## src/rtl/adc_seq_pkg.sv

```systemverilog
package adc_seq_pkg;

    // Register byte offsets; software depends on these positions.
    localparam logic [7:0] OFS_MODE0  = 8'h00;
    localparam logic [7:0] OFS_MODE1  = 8'h04;
    localparam logic [7:0] OFS_CHSEL  = 8'h08;
    localparam logic [7:0] OFS_TIMING = 8'h0C;
    localparam logic [7:0] OFS_IRQCTL = 8'h20;
    localparam logic [7:0] OFS_STAT   = 8'h24;
    localparam logic [7:0] OFS_CLKDIV = 8'h28;
    localparam logic [7:0] OFS_RES0   = 8'h30;

    // Bit positions inside the control and interrupt registers.
    localparam int B_EN   = 0;
    localparam int B_BUSY = 1;
    localparam int B_PWR  = 2;
    localparam int B_SREL = 15;
    localparam int B_ERR  = 16;
    localparam int B_LVL  = 31;

    // Trigger configuration keeps only the defined bits.
    localparam logic [31:0] MODE1_MASK = 32'h0000_3015;

    // Reset values of the timing and divider fields.
    localparam logic [7:0]  CMP_DEF = 8'h0E;
    localparam logic [15:0] SMP_DEF = 16'h0578;
    localparam logic [8:0]  DIV_LEGAL = 9'd4;

    typedef enum logic [1:0] {
        ST_IDLE,
        ST_SAMPLE,
        ST_START,
        ST_WAIT
    } seq_state_e;

    typedef struct packed {
        logic lvl;
        logic err_ie;
    } irq_mode_s;

    // Index of the set bit in a one-hot vector (lowest wins if several).
    function automatic logic [4:0] oh2idx(input logic [31:0] v);
        logic [4:0] r;
        r = '0;
        for (int i = 31; i >= 0; i--) begin
            if (v[i]) r = 5'(i);
        end
        return r;
    endfunction

endpackage

```

## src/rtl/adc_seq_regs.sv

```systemverilog
module adc_seq_regs
    import adc_seq_pkg::*;
#(
    parameter int NCH   = 9,
    parameter int SMP_W = 16,
    parameter int AW    = 8
) (
    input  logic             clk,
    input  logic             rst,
    input  logic             wr,
    input  logic [AW-1:0]    addr,
    input  logic [31:0]      wdata,
    input  logic             busy,
    output logic             srel,
    output logic             pwr,
    output logic             en,
    output logic [31:0]      mode1,
    output logic [NCH-1:0]   chsel,
    output logic [7:0]       cmp,
    output logic [SMP_W-1:0] smp,
    output logic [NCH-1:0]   ch_ie,
    output irq_mode_s        imode,
    output logic [8:0]       div,
    output logic             start_req,
    output logic             sel_err
);

    logic wr0;
    logic cfg_open;
    logic en_try;

    assign wr0      = wr && (addr == AW'(OFS_MODE0));
    assign cfg_open = srel && pwr;
    // A 0->1 enable write from a released, powered, idle block.
    assign en_try   = wr0 && wdata[B_EN] && wdata[B_SREL] && wdata[B_PWR]
                      && cfg_open && !en && !busy;
    assign start_req = en_try && $onehot(chsel);
    assign sel_err   = en_try && !$onehot(chsel);

    always_ff @(posedge clk) begin
        if (rst) begin
            srel <= 1'b0;
            pwr  <= 1'b0;
            en   <= 1'b0;
        end else if (wr0) begin
            srel <= wdata[B_SREL];
            pwr  <= wdata[B_PWR];
            en   <= wdata[B_EN] && wdata[B_SREL] && wdata[B_PWR] && cfg_open;
        end
    end

    always_ff @(posedge clk) begin
        if (rst || !srel) begin
            mode1 <= '0;
            chsel <= '0;
            cmp   <= CMP_DEF;
            smp   <= SMP_W'(SMP_DEF);
            ch_ie <= '0;
            imode <= '0;
            div   <= DIV_LEGAL;
        end else if (wr && pwr) begin
            case (addr)
                AW'(OFS_MODE1):  mode1 <= wdata & MODE1_MASK;
                AW'(OFS_CHSEL):  chsel <= wdata[NCH-1:0];
                AW'(OFS_TIMING): begin
                    cmp <= wdata[23:16];
                    smp <= wdata[SMP_W-1:0];
                end
                AW'(OFS_IRQCTL): begin
                    ch_ie        <= wdata[NCH-1:0];
                    imode.err_ie <= wdata[B_ERR];
                    imode.lvl    <= wdata[B_LVL];
                end
                AW'(OFS_CLKDIV): begin
                    if (wdata[8:0] == DIV_LEGAL) div <= wdata[8:0];
                end
                default: ;
            endcase
        end
    end

endmodule

```

## src/rtl/adc_seq_fsm.sv

```systemverilog
module adc_seq_fsm
    import adc_seq_pkg::*;
#(
    parameter int NCH   = 9,
    parameter int SMP_W = 16,
    localparam int CH_W = (NCH > 1) ? $clog2(NCH) : 1
) (
    input  logic             clk,
    input  logic             rst,
    input  logic             hold,
    input  logic             en,
    input  logic             start_req,
    input  logic [NCH-1:0]   chsel,
    input  logic [SMP_W-1:0] smp,
    input  logic             cnv_done,
    output logic             busy,
    output logic             cnv_start,
    output logic [NCH-1:0]   cnv_sel,
    output logic             store,
    output logic [CH_W-1:0]  store_ch
);

    seq_state_e       state;
    logic [SMP_W-1:0] cnt;
    logic [SMP_W-1:0] smp_eff;
    logic [NCH-1:0]   sel_q;

    assign smp_eff = (smp == '0) ? SMP_W'(1) : smp;

    always_ff @(posedge clk) begin
        if (rst || hold) begin
            state <= ST_IDLE;
            cnt   <= '0;
            sel_q <= '0;
        end else begin
            case (state)
                ST_IDLE: begin
                    if (start_req) begin
                        state <= ST_SAMPLE;
                        cnt   <= SMP_W'(1);
                        sel_q <= chsel;
                    end
                end
                ST_SAMPLE: begin
                    if (!en)                 state <= ST_IDLE;
                    else if (cnt >= smp_eff) state <= ST_START;
                    else                     cnt   <= cnt + 1'b1;
                end
                ST_START: state <= ST_WAIT;
                ST_WAIT: begin
                    if (cnv_done) state <= ST_IDLE;
                end
                default: state <= ST_IDLE;
            endcase
        end
    end

    assign busy      = (state != ST_IDLE);
    assign cnv_start = (state == ST_START);
    assign cnv_sel   = busy ? sel_q : '0;
    assign store     = (state == ST_WAIT) && cnv_done && en;
    assign store_ch  = CH_W'(oh2idx(32'(sel_q)));

endmodule

```

## src/rtl/adc_seq_stat.sv

```systemverilog
module adc_seq_stat
    import adc_seq_pkg::*;
#(
    parameter int NCH   = 9,
    parameter int RES_W = 12,
    localparam int CH_W = (NCH > 1) ? $clog2(NCH) : 1
) (
    input  logic                      clk,
    input  logic                      rst,
    input  logic                      hold,
    input  logic                      w1c,
    input  logic [NCH-1:0]            w1c_ch,
    input  logic                      w1c_err,
    input  logic                      store,
    input  logic [CH_W-1:0]           store_ch,
    input  logic [RES_W-1:0]          cnv_result,
    input  logic                      sel_err,
    input  logic [NCH-1:0]            ch_ie,
    input  irq_mode_s                 imode,
    output logic [NCH-1:0]            sts_ch,
    output logic                      sts_err,
    output logic [NCH-1:0][RES_W-1:0] res,
    output logic                      irq
);

    logic [NCH-1:0] evt_ch;
    logic           pulse_q;

    for (genvar g = 0; g < NCH; g++) begin : g_chan
        assign evt_ch[g] = store && (store_ch == CH_W'(g));

        always_ff @(posedge clk) begin
            if (rst || hold)    res[g] <= '0;
            else if (evt_ch[g]) res[g] <= cnv_result;
        end
    end

    always_ff @(posedge clk) begin
        if (rst || hold) begin
            sts_ch  <= '0;
            sts_err <= 1'b0;
            pulse_q <= 1'b0;
        end else begin
            sts_ch  <= (sts_ch & ~(w1c ? w1c_ch : '0)) | evt_ch;
            sts_err <= (sts_err && !(w1c && w1c_err)) || sel_err;
            pulse_q <= (|(evt_ch & ch_ie)) || (sel_err && imode.err_ie);
        end
    end

    assign irq = imode.lvl ? ((|(sts_ch & ch_ie)) || (sts_err && imode.err_ie))
                           : pulse_q;

endmodule

```

## src/rtl/adc_seq_ctrl.sv

```systemverilog
module adc_seq_ctrl
    import adc_seq_pkg::*;
#(
    parameter int NCH   = 9,
    parameter int RES_W = 12,
    parameter int SMP_W = 16,
    parameter int AW    = 8,
    localparam int CH_W = (NCH > 1) ? $clog2(NCH) : 1
) (
    input  logic             clk,
    input  logic             rst,
    input  logic             reg_wr,
    input  logic             reg_rd,
    input  logic [AW-1:0]    reg_addr,
    input  logic [31:0]      reg_wdata,
    output logic [31:0]      reg_rdata,
    output logic             cnv_start,
    output logic [NCH-1:0]   cnv_sel,
    input  logic [RES_W-1:0] cnv_result,
    input  logic             cnv_done,
    output logic             irq
);

    logic             srel, pwr, en, busy;
    logic [31:0]      mode1;
    logic [NCH-1:0]   chsel, ch_ie, sts_ch;
    logic [7:0]       cmp;
    logic [SMP_W-1:0] smp;
    logic [8:0]       div;
    irq_mode_s        imode;
    logic             start_req, sel_err, store, sts_err, w1c;
    logic [CH_W-1:0]  store_ch;
    logic [NCH-1:0][RES_W-1:0] res;
    logic [31:0]      rmux;

    adc_seq_regs #(.NCH(NCH), .SMP_W(SMP_W), .AW(AW)) u_regs (
        .clk(clk), .rst(rst), .wr(reg_wr), .addr(reg_addr), .wdata(reg_wdata),
        .busy(busy), .srel(srel), .pwr(pwr), .en(en), .mode1(mode1),
        .chsel(chsel), .cmp(cmp), .smp(smp), .ch_ie(ch_ie), .imode(imode),
        .div(div), .start_req(start_req), .sel_err(sel_err)
    );

    adc_seq_fsm #(.NCH(NCH), .SMP_W(SMP_W)) u_fsm (
        .clk(clk), .rst(rst), .hold(!srel), .en(en), .start_req(start_req),
        .chsel(chsel), .smp(smp), .cnv_done(cnv_done), .busy(busy),
        .cnv_start(cnv_start), .cnv_sel(cnv_sel), .store(store),
        .store_ch(store_ch)
    );

    assign w1c = reg_wr && (reg_addr == AW'(OFS_STAT)) && srel && pwr;

    adc_seq_stat #(.NCH(NCH), .RES_W(RES_W)) u_stat (
        .clk(clk), .rst(rst), .hold(!srel), .w1c(w1c),
        .w1c_ch(reg_wdata[NCH-1:0]), .w1c_err(reg_wdata[B_ERR]),
        .store(store), .store_ch(store_ch), .cnv_result(cnv_result),
        .sel_err(sel_err), .ch_ie(ch_ie), .imode(imode), .sts_ch(sts_ch),
        .sts_err(sts_err), .res(res), .irq(irq)
    );

    always_comb begin
        rmux = '0;
        case (reg_addr)
            AW'(OFS_MODE0): begin
                rmux[B_EN]   = en;
                rmux[B_BUSY] = busy;
                rmux[B_PWR]  = pwr;
                rmux[B_SREL] = srel;
            end
            AW'(OFS_MODE1):  rmux = mode1;
            AW'(OFS_CHSEL):  rmux = 32'(chsel);
            AW'(OFS_TIMING): rmux = {8'h00, cmp, 16'(smp)};
            AW'(OFS_IRQCTL): begin
                rmux        = 32'(ch_ie);
                rmux[B_ERR] = imode.err_ie;
                rmux[B_LVL] = imode.lvl;
            end
            AW'(OFS_STAT): begin
                rmux        = 32'(sts_ch);
                rmux[B_ERR] = sts_err;
            end
            AW'(OFS_CLKDIV): rmux = 32'(div);
            default: begin
                for (int i = 0; i < NCH; i++) begin
                    if (reg_addr == AW'(int'(OFS_RES0) + 4 * i)) rmux = 32'(res[i]);
                end
            end
        endcase
    end

    assign reg_rdata = reg_rd ? rmux : '0;

endmodule

```

## config.mk

```make
export PLATFORM = sky130hd
export DESIGN_NAME = adc_seq_ctrl
export DESIGN_NICKNAME = d
export VERILOG_FILES = /design/src/rtl/adc_seq_pkg.sv /design/src/rtl/adc_seq_regs.sv /design/src/rtl/adc_seq_fsm.sv /design/src/rtl/adc_seq_stat.sv /design/src/rtl/adc_seq_ctrl.sv
export SDC_FILE = /design/constraint.sdc
export NUM_CORES = 1
export LEC_CHECK = 0
export ABC_CLOCK_PERIOD_IN_PS = 5000
export BUFFER_PORTS_ARGS = -buffer_cell sky130_fd_sc_hd__buf_2
export CAP_MARGIN = 10
export CORE_ASPECT_RATIO = 0.9
export CORE_MARGIN = 2
export CORE_UTILIZATION = 60
export CTS_CLUSTER_DIAMETER = 60
export DETAILED_ROUTE_END_ITERATION = 8
export MAX_ROUTING_LAYER = met4
export PLACE_DENSITY_LB_ADDON = 0.1
export SLEW_MARGIN = 5
export SYNTH_ARGS = -nofsm -noshare
export SYNTH_HDL_FRONTEND = slang
export SYNTH_SLANG_ARGS = --single-unit
```

## constraint.sdc

```tcl
create_clock -name clk -period 5 [get_ports clk]
set_input_delay 0.75 -clock clk [delete_from_list [all_inputs] [get_ports clk]]
set_output_delay 0.75 -clock clk [all_outputs]
set_load 0.1 [all_outputs]
```

Word level (Yosys, flattened, before mapping)

Cells that the tools add are included.

Add/subtract/negate cells: 9
Magnitude comparators: 1
Equality and inequality tests: 33
Muxes and demuxes: 36
Bitwise gates (word level): 5
Reduce and logical (&&, ||, !) cells: 59

Operator list:

| kind                  | count |
|---|---|
| $mux 32               | 9 |
| $pmux 12 s7           | 1 |
| $mux 16               | 4 |
| $pmux 16 s4           | 1 |
| $eq 8x6->1 const B    | 7 |
| $eq 8x7->1 const B    | 5 |
| $mux 4                | 9 |
| $logic_and 1x1->1     | 32 |
| $pmux 16 s2           | 1 |
| $and 9x9->9           | 3 |
| $pmux 3 s7            | 1 |
| $mux 9                | 2 |
| $reduce_or 9->1       | 2 |
| $add 16x1->16 const B | 1 |
| $eq 4x3->1 const B    | 4 |
| $eq 8x4->1 const B    | 2 |
| $ge 16x16->1          | 1 |
| $logic_not 16->1      | 1 |
| $add 4x4->4           | 3 |
| $mux 12               | 1 |
| $reduce_and 2->1      | 5 |
| $eq 9x3->1 const B    | 1 |
| $not 9->9             | 1 |
| $or 9x9->9            | 1 |
| 24 further kinds      | 45 |

Flip-flop bits (word level): 207
Input port bits: 57
Output and inout port bits: 43
Logic and storage cells: 169

Depth between registers and ports, before layout

Gate-level depths: netlist of the first run.

Depth in word-level cells: 14
Depth in mapped cells: 14
Depth with buffers taken out: 14

Modules after synthesis

Synthesis of the first run repeated with hierarchy kept, for this count alone.

Cell total of the unflattened synthesis: 1380
Area, all modules: 11303.3 um^2

By module, submodules not included:

| module       | times used | cells each | area each (um^2) | seq. area each (um^2) |
|---|---|---|---|---|
| adc_seq_stat | 1          | 516        | 4503.1           | 2382.3 |
| adc_seq_regs | 1          | 309        | 2891.5           | 1221.2 |
| adc_seq_ctrl | 1          | 315        | 2095.8           | 0.0 |
| adc_seq_fsm  | 1          | 240        | 1813.0           | 540.5 |

Worst setup path after synthesis of the first run

OpenSTA, ideal clock, no wires.

Path type: input to output
From: input reg_addr[3]
To: output reg_rdata[5]
Arrival time: 5346 ps
Required time: 4250 ps
Slack: -1096 ps
Stages on the path: 6
Buffers on the path: 2
Cell sequence: clkbuf_1 > buf_2 > inv_1 > nor3_2 > a221oi_1 > o311ai_0

Longest elaborated chain between the ends: 12
Elaborated cells on any way between the ends: 27
Those cells by class: eq/ne (15); mux (11); reduce/logical (1)

RTL lines:

| what                  | RTL line           | RTL |
|---|---|---|
| from (decl)           | adc_seq_ctrl.sv:14 | `input logic [AW-1:0] reg_addr,` |
| $eq 8x6->1            | adc_seq_ctrl.sv:84 | `if (reg_addr == AW'(int'(OFS_RES0) + 4 * i)) rmux = 32'(res[i]);` |
| $mux 12               | adc_seq_ctrl.sv:84 |  |
| $mux 32 (8 in series) | adc_seq_ctrl.sv:84 |  |
| $pmux 12 s7 (*)       | adc_seq_ctrl.sv:62 | `case (reg_addr)` |
| $mux 32 (*)           | adc_seq_ctrl.sv:90 | `assign reg_rdata = reg_rd ? rmux : '0;` |
| to (decl)             | adc_seq_ctrl.sv:16 | `output logic [31:0] reg_rdata,` |

Every way passes the cells marked *; elsewhere a longest branch is shown, timed or not.

Worst setup path in the final report of the first run

From: register u_regs.chsel[0]
To: register u_fsm.cnt[8]

Longest elaborated chain between the ends: 8

RTL lines:

| what                                            | RTL line           | RTL |
|---|---|---|
| from (decl)                                     | adc_seq_regs.sv:18 | `output logic [NCH-1:0] chsel,` |
| from (signal assigned)                          | adc_seq_regs.sv:64 | `AW'(OFS_CHSEL): chsel <= wdata[NCH-1:0];` |
| $add 1x1->2 (implied by the code)               | adc_seq_regs.sv:37 | `assign start_req = en_try && $onehot(chsel);` |
| $add 4x4->4 (implied by the code) (2 in series) | adc_seq_regs.sv:37 |  |
| $add 4x1->4 (implied by the code)               | adc_seq_regs.sv:37 |  |
| $eq 4x1->1                                      | adc_seq_regs.sv:37 |  |
| $logic_and 1x1->1                               | adc_seq_regs.sv:37 |  |
| $ne 2x2->1 (no source line)                     | --                 |  |
| $reduce_and 4->1 (no source line)               | --                 |  |
| to (signal assigned)                            | adc_seq_fsm.sv:47  | `else cnt <= cnt + 1'b1;` |
| to (decl)                                       | adc_seq_fsm.sv:24  | `logic [SMP_W-1:0] cnt;` |

No other way between the ends.
A chain may end at the register's enable or synchronous reset.

==> run summary, run 1 <==
Chip width: 144 um
R2R setup slack: 0.70 ns
Setup bufs post-CTS: 0
Initial antenna violation count: 0
PwrDens: 308 mW/mm2
Synthesis warning total: 0
R2r worst-path depth: 11
Synth Register Bits: 207
Hold path depth: 2
Die area: 0.0187 mm2
Post-CTS Resized: 0
Die Y: 130 um
FF-to-FF Start: u_regs.chsel[0]$_SDFFE_PP0P_
N_diodes: 0
Period minus WS final: 4.30 ns
Final setup fails: 0
RSZ-0062 raised after global routing: no
RR Endpoint: u_fsm.cnt[8]$_SDFFE_PP0P_
Worst Path Arrival: 4.70 ns
Fin. Hold Viols: 0
H-tree Lvls: 1
First-pass DRT Iterations: 9
Setup WS pre-CTS: 0.737 ns
Critical Path Sink: u_fsm.cnt[8]$_SDFFE_PP0P_
CTS tree: built
WHS: 0.448 ns
DR vias/cell: 6.16
Register area share after synthesis: 39.2%
Placed inst area: 0.0111 mm2
CP startpoint: u_regs.chsel[0]$_SDFFE_PP0P_
Status: completed
Total congestion overflow: 0
Max_cap viols: 0
Max-slew violation count: 0
Worst Path Max Fanout: 20
Final nets: 1405
Yosys top cell area share: 39.2%
Slew @ Worst Pin: 1.15 ns
Final setup TNS: 0 ns
Post-CTS Hold Buffers: 0
DR iter-0 viols: 1008
Detailed Route WL: 31100 um
Setup Crit Path Kind: flip-flop to flip-flop
Fmax achieved: 232 MHz
GPL Wtd Cong: 0.929
EDFF count, synth: 0
Dpl hpwl: 21300 um
Initial Util: 60.6%
Worst-path clk slew: 0.06 ns
IO Count: 100
FP Rows: 46
Design Area, Final: 0.0119 mm2
Routed Antenna Nets: 0
Synthesized cell area: 0.0106 mm2
Yosys cell types: 76
VDD IR-drop max: 0.273 mV
Routed vias: 9712
First-pass GRT wire length: 48100 um
Worst min path class: flip-flop to flip-flop
Residual DRC count: 0
P_leak: 4.64 nW
Most common cell after layout, fill and taps aside: dfxtp_1
Cts bufs inserted: 22
Synth top area cells: dfxtp_1 (39%), mux2i_1 (11%), nand2_1 (7.0%)
Skew final: 0.0106 ns
Worst Setup End Kind: flip-flop
Sink Count: 207
Pin count of the biggest net entering global routing: 106
Clock Tree Root: clkbuf_16
Area of the core: 0.0174 mm2
Most frequent cells in the layout: dfxtp_1 (207), nand2_1 (196), a21oi_1 (130), nor2_1 (118), mux2i_1 (112)
Per-cell routed wire length: 19.7 um
Latest clock arrival within the worst-skew pair: 0.51 ns
Layout cell share with drive strength beyond 1: 13.3%
Critical Path Start Type: flip-flop
Synth Instances: 1289
Synth Flop Type: dfxtp_1
Hold Path Origin: u_regs.cmp[5]$_SDFFE_PP0P_
IO buf count: 85
Total Routing Usage GR: 33.8%
Mean post-synth cell area: 8.20 um2
Vias in the first global route: 8760
Layout area overhead: 12.4%
Fin crit share: 86.0%
Worst rel slew slack: 23.0%
Cell taking the most area after synthesis: dfxtp_1
CP required: 5.40 ns
Clock buffer depth: 3
Setup ws final: 0.699 ns
Final design utilization: 68.1%
Async set-or-reset flop fraction in the synthesized netlist: 0%
==> report_power, final <==
| group | internal, W | switching (W) |
|---|---|---|
| registers | 0.00165 | 0.0000000360 |
| logic | 0.0000401 | 0.000119 |
| clock network | 0.00117 | 0.000681 |
==> state kept, by name (all words and copies together), names as in the netlist, 2 cells and up, named ones only <==
| signal | count |
|---|---|
| u_regs.cmp | 8 |
| u_stat.res | 108 |
| u_regs.mode1 | 5 |
| u_regs.div | 9 |
| u_fsm.cnt | 16 |
| u_stat.sts_ch | 9 |
| u_regs.chsel | 9 |
| u_regs.imode | 2 |
| u_regs.ch_ie | 9 |
| u_regs.smp | 16 |
| u_fsm.sel_q | 9 |
==> worst max-delay path: stages (launching register included) <==
cell and delay (ns):
dfxtp_1 0.39, ha_1 0.26, fa_1 0.52, fa_1 0.56, ha_1 0.14, inv_1 0.05
fa_1 0.47, nand4b_1 0.30, or3_1 0.75, and2_1 0.51, nand2b_1 0.18, mux2i_1 0.08
==> cell families (layout without fill, tap and decap cells) <==
logic type               count (synthesis)  after routing  synth area share (%)
other                                    1              7                0.0355
AND/OR/NAND/NOR                        482            482                  21.4
buffers and inverters                  139            181                  5.79
multiplexers                           118            118                  11.8
AO/OA/AOI/OAI                          314            314                  18.2
adder cells (fa/ha/maj)                 27             27                  3.55
XOR/XNOR                                 1              1                0.0829
flip-flops                             207            207                  39.2
==> final cells by class <==
class	count	area, um2
flip-flops and latches	207	4140
repair buffers	109	606
well taps	240	300
fillers	1478	5560
clock buffers	31	656
multi-input cells	949	5880
inverters	32	120
clock inverters	9	175
==> worst min path at each step <==
stage | endpoint
final | u_regs.cmp[5]$_SDFFE_PP0P_
after global routing | u_regs.cmp[3]$_SDFFE_PP1P_
after CTS | u_regs.cmp[2]$_SDFFE_PP1P_
after detailed placement | u_regs.div[2]$_SDFFE_PP1P_
after global placement | u_regs.div[2]$_SDFFE_PP1P_
after floorplan | u_regs.div[2]$_SDFFE_PP1P_
==> cell usage after synthesis (10+ instances only) <==
library cell  number
buf_2             21
nor2_1           118
o22ai_1           13
o21ai_0           71
nand2_1          196
o211ai_1          14
nand2b_1          15
mux2i_1          112
dfxtp_1          207
a21oi_1          130
nand4_1           10
nor3_1            10
ha_1              22
clkbuf_1          71
nor2b_1           12
and2_1            14
and3_1            20
nand3_1           44
a22oi_1           17
buf_4             11
inv_1             32
==> stage by stage <==
stage	total power (W)	cells
after floorplan	0.00178	1295
after global placement	0.00184	1537
after detailed placement	0.00184	1537
after CTS	0.00367	1577
after global routing	0.00374	1577
final	0.00366	1577
==> layer usage <==
layer | GRT usage, % | share of wire [%] | wire [um]
met5 | - | 0 | 0
met4 | 10.7 | 2.8 | 866
met2 | 49.3 | 44 | 13600
met1 | 48.1 | 44 | 13600
met3 | 5.72 | 9.8 | 3040
Note: power is estimated with default switching activity, not from simulation.
==> inputs of run 2 (changes only) <==
- CORE_UTILIZATION: 60 -> 50
==> run 2 against run 1 <==
Against the previous run: sequential cell count did not move; via count fell by 1.4%; clock power fell by 11%; total power fell by 5.7%; worst setup slack improved by 0.063 ns; sequential power barely moved; sequential share of layout area rose by 0.059 points; die area rose by 19%; routed wire length rose by 3.6%; non-clock buffer count rose by 2; final area fell by 0.17%; fmax rose by 1.5%; critical path type unchanged; critical endpoint is now u_fsm.cnt[15]$_SDFFE_PP0P_; largest cell class unchanged; largest power group is now sequential cells.
==> run summary, run 2 (synthesized netlist as in run 1, its figures left out) <==
P_sw: 0.000819 W (+2.4%)
Routed vias: 9572 (-1.4%)
Clock buffer depth: 3 (unchanged)
Worst rel slew slack: 24.5% (+1.4 points)
Fillers: 1956 (+32%)
Post-CTS Hold Buffers: 0 (unchanged)
Biggest register: u_stat.res
Skew final: 0.0126 ns (+0.00193 ns)
Period minus WS final: 4.24 ns (-0.0629 ns)
Hold Path Origin: u_regs.div[2]$_SDFFE_PP1P_
Die area: 0.0223 mm2 (+19%)
Pin count of the biggest net entering global routing: 77 (-27%)
Hold Path End: u_regs.div[2]$_SDFFE_PP1P_
FF-to-FF Start: u_regs.chsel[5]$_SDFFE_PP0P_
P_leak: 4.61 nW (-0.75%)
IO Count: 100 (unchanged)
Final nets: 1408 (+0.21%)
Fin. Hold Viols: 0 (unchanged)
Setup bufs post-CTS: 0 (unchanged)
Total Routing Usage GR: 29.5% (-4.3 points)
Layout area overhead: 12.2%
Detailed Route WL: 32200 um (+3.6%)
Fmax achieved: 236 MHz (+1.5%)
Post-CTS Resized: 0 (unchanged)
Layout cell share with drive strength beyond 1: 13.3% (-0.030 points)
RSZ-0062 raised after global routing: no
Final setup fails: 0 (unchanged)
Worst-path clk slew: 0.06 ns (about the same)
Per-cell routed wire length: 19.8 um (+0.52%)
Die Y: 142 um (+9.3%)
Most frequent cells in the layout: dfxtp_1 (207), nand2_1 (196), a21oi_1 (130), nor2_1 (118), mux2i_1 (112)
GPL Wtd Cong: 0.893 (-3.8%)
Chip width: 157 um (+9.3%)
Worst Path Arrival: 4.64 ns (-0.06 ns)
Clock Power Share: 47.5% (-3.1 points)
Clock Tree Root: clkbuf_16
VDD IR-drop max: 0.214 mV (-21%)
Critical Path Start Type: flip-flop
DR iter-0 viols: 697 (-31%)
Total congestion overflow: 0 (unchanged)
DR vias/cell: 5.89 (-4.4%)
PwrDens: 291 mW/mm2 (-5.6%)
Sequential power share: 47.8% (+2.8 points)
H-tree Lvls: 1 (unchanged)
Dpl hpwl: 22500 um (+5.6%)
Max FFs per register: 108 (unchanged)
Worst min path class: flip-flop to flip-flop
CP required: 5.40 ns (about the same)
Residual DRC count: 0 (unchanged)
RR Endpoint: u_fsm.cnt[15]$_SDFFE_PP0P_
Combinational fraction of design power: 4.7% (+0.4 points)
FF+latch area: 0.00414 mm2 (unchanged)
Sink Count: 207 (unchanged)
R2r worst-path depth: 11 (unchanged)
N_diodes: 0 (unchanged)
Tot Pwr: 0.00345 W (-5.7%)
Slew @ Worst Pin: 1.13 ns (-0.0232 ns)
Most common cell after layout, fill and taps aside: dfxtp_1
First-pass GRT wire length: 50300 um (+4.5%)
First-pass DRT Iterations: 5 (-4)
Vias in the first global route: 8797 (+0.42%)
R2R setup slack: 0.76 ns (+0.06 ns)
Hold path depth: 1 (-1)
Net Sw Frac: 23.7% (+1.9 points)
Max-slew violation count: 0 (unchanged)
Worst Setup End Kind: flip-flop
IO buf count: 85 (unchanged)
Worst Path Max Fanout: 20 (unchanged)
Multi-input logic area: 0.00588 mm2 (unchanged)
Fin crit share: 84.8% (-1.3 points)
CTS tree: built
Area of the core: 0.0208 mm2 (+19%)
Cts bufs inserted: 23 (+4.5%)
Status: completed
Max_cap viols: 0 (unchanged)
Latest clock arrival within the worst-skew pair: 0.51 ns (about the same)
Top flop regs: u_stat.res: 108 flops, u_fsm.cnt: 16 flops, u_regs.smp: 16 flops
Routed Antenna Nets: 0 (unchanged)
Initial antenna violation count: 0 (unchanged)
Final setup TNS: 0 ns (unchanged)
Initial Util: 50.9% (-9.7 points)
Setup Crit Path Kind: flip-flop to flip-flop
Internal power: 0.00263 W (-8.0%)
FP Rows: 50 (+8.7%)
[run 2: cell types whose count changed in the layout (fill, tap and decap cells not counted), sizes merged]
cell    change
buf         +2
inv         +2
bufinv      -5
clkbuf      +4
[run 2: layer usage]
layer  track usage, %  vias to the layer above  wire (um)
li1                 -                     4611          -
met1             42.6                     4566      15200
met2             42.9                      348      13800
met3             5.69                       47       2540
met4             6.75                        0        673
met5                -                        -          0
[run 2: worst max-delay path by stage]
| stage | start | endpoint | slack, ns | cells after the start |
|---|---|---|---|---|
| 6_report | u_regs.chsel[5]$_SDFFE_PP0P_ | u_fsm.cnt[15]$_SDFFE_PP0P_ | 0.76 | 11 |
| 3_5_place_dp | u_regs.chsel[5]$_SDFFE_PP0P_ | u_fsm.cnt[15]$_SDFFE_PP0P_ | 0.78 | 11 |
| 5_1_grt | u_regs.chsel[0]$_SDFFE_PP0P_ | u_fsm.cnt[12]$_SDFFE_PP0P_ | 0.48 | 13 |
| 2_1_floorplan | reg_addr[3] | reg_rdata[5] | 0.08 | 6 |
| 4_1_cts | u_regs.chsel[5]$_SDFFE_PP0P_ | u_fsm.cnt[15]$_SDFFE_PP0P_ | 0.78 | 11 |
| 3_3_place_gp | u_regs.chsel[5]$_SDFFE_PP0P_ | u_fsm.cnt[14]$_SDFFE_PP0P_ | 0.84 | 11 |
[run 2: stage by stage]
stage	util [%]	area [um2]	cells	hold WS [ns]	setup slack, ns
floorplan	-	10600	1295	0.411	0.0808
global placement	53.6	11100	1585	0.425	0.839
detailed placement	53.6	11100	1585	0.426	0.780
CTS	57.1	11900	1626	0.435	0.779
global route	57.1	11900	1626	0.449	0.482
finish	57.1	11900	1626	0.445	0.762
[run 2: final cells by class]
cell class              instances  share of cell area (%)
multi-input cells             949                    49.6
well taps                     286                    3.02
clock buffers                  35                    5.74
repair buffers                111                    5.34
inverters                      32                    1.01
clock inverters                 6                   0.380
flip-flops and latches        207                    34.9
[run 2: power groups by stage]
stage	clock network (W)	registers (W)	logic, W
2_1_floorplan	0	0.00169	0.0000972
4_1_cts	0.00166	0.00165	0.000158
6_report	0.00164	0.00165	0.000161
3_5_place_dp	0	0.00169	0.000158
5_1_grt	0.00173	0.00165	0.000168
3_3_place_gp	0	0.00169	0.000158
[run 2: worst max-delay path: stages, from the launching register on]
cell and delay, ns:
dfxtp_1 0.48, ha_1 0.24, fa_1 0.45, fa_1 0.55
ha_1 0.14, inv_1 0.04, fa_1 0.47, nand4b_1 0.26
or3_1 0.74, and2_1 0.51, nand2b_1 0.16, mux2i_1 0.08
==> inputs of run 3 (changes only) <==
- ABC_CLOCK_PERIOD_IN_PS: 5000 -> 4000
- clock period: 5 -> 4 ns (I/O delays scaled with it)
==> run 3 against run 2 <==
Against the previous run: register-to-register slack lost 0.51 ns; worst hold slack got worse by 0.14 ns; combinational power rose by 32%; fmax up 13%.
==> run summary, run 3 (synthesized netlist as in run 1, its figures left out) <==
P_sw: 0.00101 W (+24%)
Worst-path clk slew: 0.06 ns (about the same)
Latest clock arrival within the worst-skew pair: 0.51 ns (about the same)
Combinational fraction of design power: 4.8% (about the same)
GPL Wtd Cong: 0.925 (+3.5%)
Top flop regs: u_stat.res: 108 flops, u_fsm.cnt: 16 flops, u_regs.smp: 16 flops
Cts bufs inserted: 23 (unchanged)
IO Count: 100 (unchanged)
Hold path depth: 3 (+2)
FF-to-FF Start: u_regs.chsel[0]$_SDFFE_PP0P_
Finished Layout Cells: 1651 (+1.5%)
RR Endpoint: u_fsm.cnt[7]$_SDFFE_PP0P_
Net Sw Frac: 23.0% (-0.76 points)
Worst min path class: primary input to flip-flop
Max-slew violation count: 0 (unchanged)
Final setup TNS: 0 ns (unchanged)
Pin count of the biggest net entering global routing: 67 (-13%)
First-pass DRT Iterations: 6 (+1)
Post-CTS Hold Buffers: 0 (unchanged)
Dpl hpwl: 23200 um (+3.0%)
FP Rows: 50 (unchanged)
CP required: 4.39 ns (-1.01 ns)
R2R setup slack: 0.25 ns (-0.51 ns)
Die area: 0.0223 mm2 (unchanged)
Tot Pwr: 0.00441 W (+28%)
Area of the core: 0.0208 mm2 (unchanged)
Slew @ Worst Pin: 0.957 ns (-0.175 ns)
PwrDens: 355 mW/mm2 (+22%)
Final nets: 1433 (+1.8%)
Worst Path Max Fanout: 20 (unchanged)
Setup WS pre-CTS: 0.234 ns (-0.546 ns)
Clock Power Share: 48.4% (+0.9 points)
Vias in the first global route: 8978 (+2.1%)
Layout area overhead: 17.6%
Placed Cells: 1610 (+1.6%)
Status: completed
RSZ-0062 raised after global routing: no
DR iter-0 viols: 892 (+28%)
Biggest register: u_stat.res
Layout cell share with drive strength beyond 1: 15.1% (+1.8 points)
Worst rel slew slack: 35.9% (+11 points)
WHS: 0.308 ns (-0.136 ns)
Per-cell routed wire length: 19.8 um (-0.28%)
Detailed Route WL: 32600 um (+1.3%)
Post-CTS Resized: 0 (unchanged)
Fmax achieved: 267 MHz (+13%)
Initial antenna violation count: 0 (unchanged)
Worst Setup End Kind: flip-flop
Setup bufs post-CTS: 0 (unchanged)
Total Routing Usage GR: 29.9% (+0.39 points)
Most common cell after layout, fill and taps aside: dfxtp_1
CTS tree: built
Setup Crit Path Kind: flip-flop to flip-flop
H-tree Lvls: 1 (unchanged)
Clock Tree Root: clkbuf_16
IO buf count: 85 (unchanged)
Setup ws final: 0.253 ns (-0.509 ns)
DR vias/cell: 5.90 (+0.23%)
Chip width: 157 um (unchanged)
VDD IR-drop max: 0.327 mV (+53%)
Die Y: 142 um (unchanged)
Max_cap viols: 0 (unchanged)
Total congestion overflow: 0 (unchanged)
Final setup fails: 0 (unchanged)
Max FFs per register: 108 (unchanged)
R2r worst-path depth: 11 (unchanged)
Skew final: 0.00656 ns (-0.00600 ns)
Residual DRC count: 0 (unchanged)
Initial Util: 50.9% (unchanged)
Clock buffer depth: 3 (unchanged)
Period minus WS final: 3.75 ns (-0.491 ns)
Hold Path Origin: reg_wdata[18]
Hold Path End: u_regs.cmp[2]$_SDFFE_PP1P_
Worst Path Arrival: 4.14 ns (-0.50 ns)
Critical Path Start Type: flip-flop
Internal power: 0.00340 W (+29%)
Routed Antenna Nets: 0 (unchanged)
Routed vias: 9742 (+1.8%)
Fin crit share: 93.7% (+8.9 points)
P_leak: 4.80 nW (+4.2%)
First-pass GRT wire length: 50600 um (+0.74%)
Sink Count: 207 (unchanged)
Fin. Hold Viols: 0 (unchanged)
Most frequent cells in the layout: dfxtp_1 (207), nand2_1 (196), a21oi_1 (130), nor2_1 (118), mux2i_1 (112)
N_diodes: 0 (unchanged)
Sequential power share: 46.7% (-1.1 points)
-- run 3: changes by cell type in the layout (fill, tap and decap cells not counted) --
cell / delta
a31oi_2: +2
inv_6: -1
buf_4: +25
clkinv_2: +1
clkbuf_8: -1
inv_8: -1
o21ai_1: +1
buf_2: -22
nor3_2: +1
nor3_1: -1
buf_12: +22
o21ai_0: -1
bufinv_16: +2
a31oi_1: -2
-- run 3: layout make-up --
class | count | area, um2
Clock buffer | 34 | 667
Clock inverter | 7 | 90.1
Fill cell | 1949 | 8340
Inverter | 32 | 120
Multi-Input combinational cell | 949 | 5900
Sequential cell | 207 | 4140
Tap cell | 286 | 358
Timing Repair Buffer | 136 | 1150
-- run 3: worst max path at each step --
stage                     slack [ns]                         start                    endpoint
final                           0.25  u_regs.chsel[0]$_SDFFE_PP0P_   u_fsm.cnt[7]$_SDFFE_PP0P_
after global routing            0.03  u_regs.chsel[0]$_SDFFE_PP0P_  u_fsm.cnt[12]$_SDFFE_PP0P_
after CTS                       0.23  u_regs.chsel[0]$_SDFFE_PP0P_   u_fsm.cnt[7]$_SDFFE_PP0P_
after detailed placement        0.23  u_regs.chsel[0]$_SDFFE_PP0P_   u_fsm.cnt[7]$_SDFFE_PP0P_
after global placement          0.32  u_regs.chsel[0]$_SDFFE_PP0P_   u_fsm.cnt[9]$_SDFFE_PP0P_
after floorplan                -0.62                   reg_addr[3]                reg_rdata[5]
-- run 3: power groups by stage --
stage	sequential [W]	clock, W	combinational (W)
floorplan	0.00211	0	0.000122
global placement	0.00211	0	0.000207
detailed placement	0.00211	0	0.000208
CTS	0.00206	0.00216	0.000208
global route	0.00206	0.00226	0.000221
finish	0.00206	0.00214	0.000213
-- run 3: routing by layer --
layer	vias up	routed length, um	GRT usage, %
met2	383	14100	44.3
met5	-	0	-
met1	4622	14800	42.5
met4	0	874	7.22
li1	4665	-	-
met3	72	2860	5.48
-- run 3: metrics by stage --
stage / utilization [%] / area [um2]
after floorplan: - / 10600
after global routing: 59.8 / 12400
after global placement: 56.2 / 11700
final: 59.8 / 12400
after detailed placement: 56.2 / 11700
after CTS: 59.8 / 12400
-- run 3: worst max-delay path, stage by stage (launching register included) --
cell and delay, ns:
dfxtp_1 0.35, ha_1 0.23, fa_1 0.50, fa_1 0.55, ha_1 0.14, inv_1 0.04
fa_1 0.47, nand4b_1 0.24, or3_1 0.46, and2_1 0.39, nand2b_1 0.17, mux2i_1 0.09
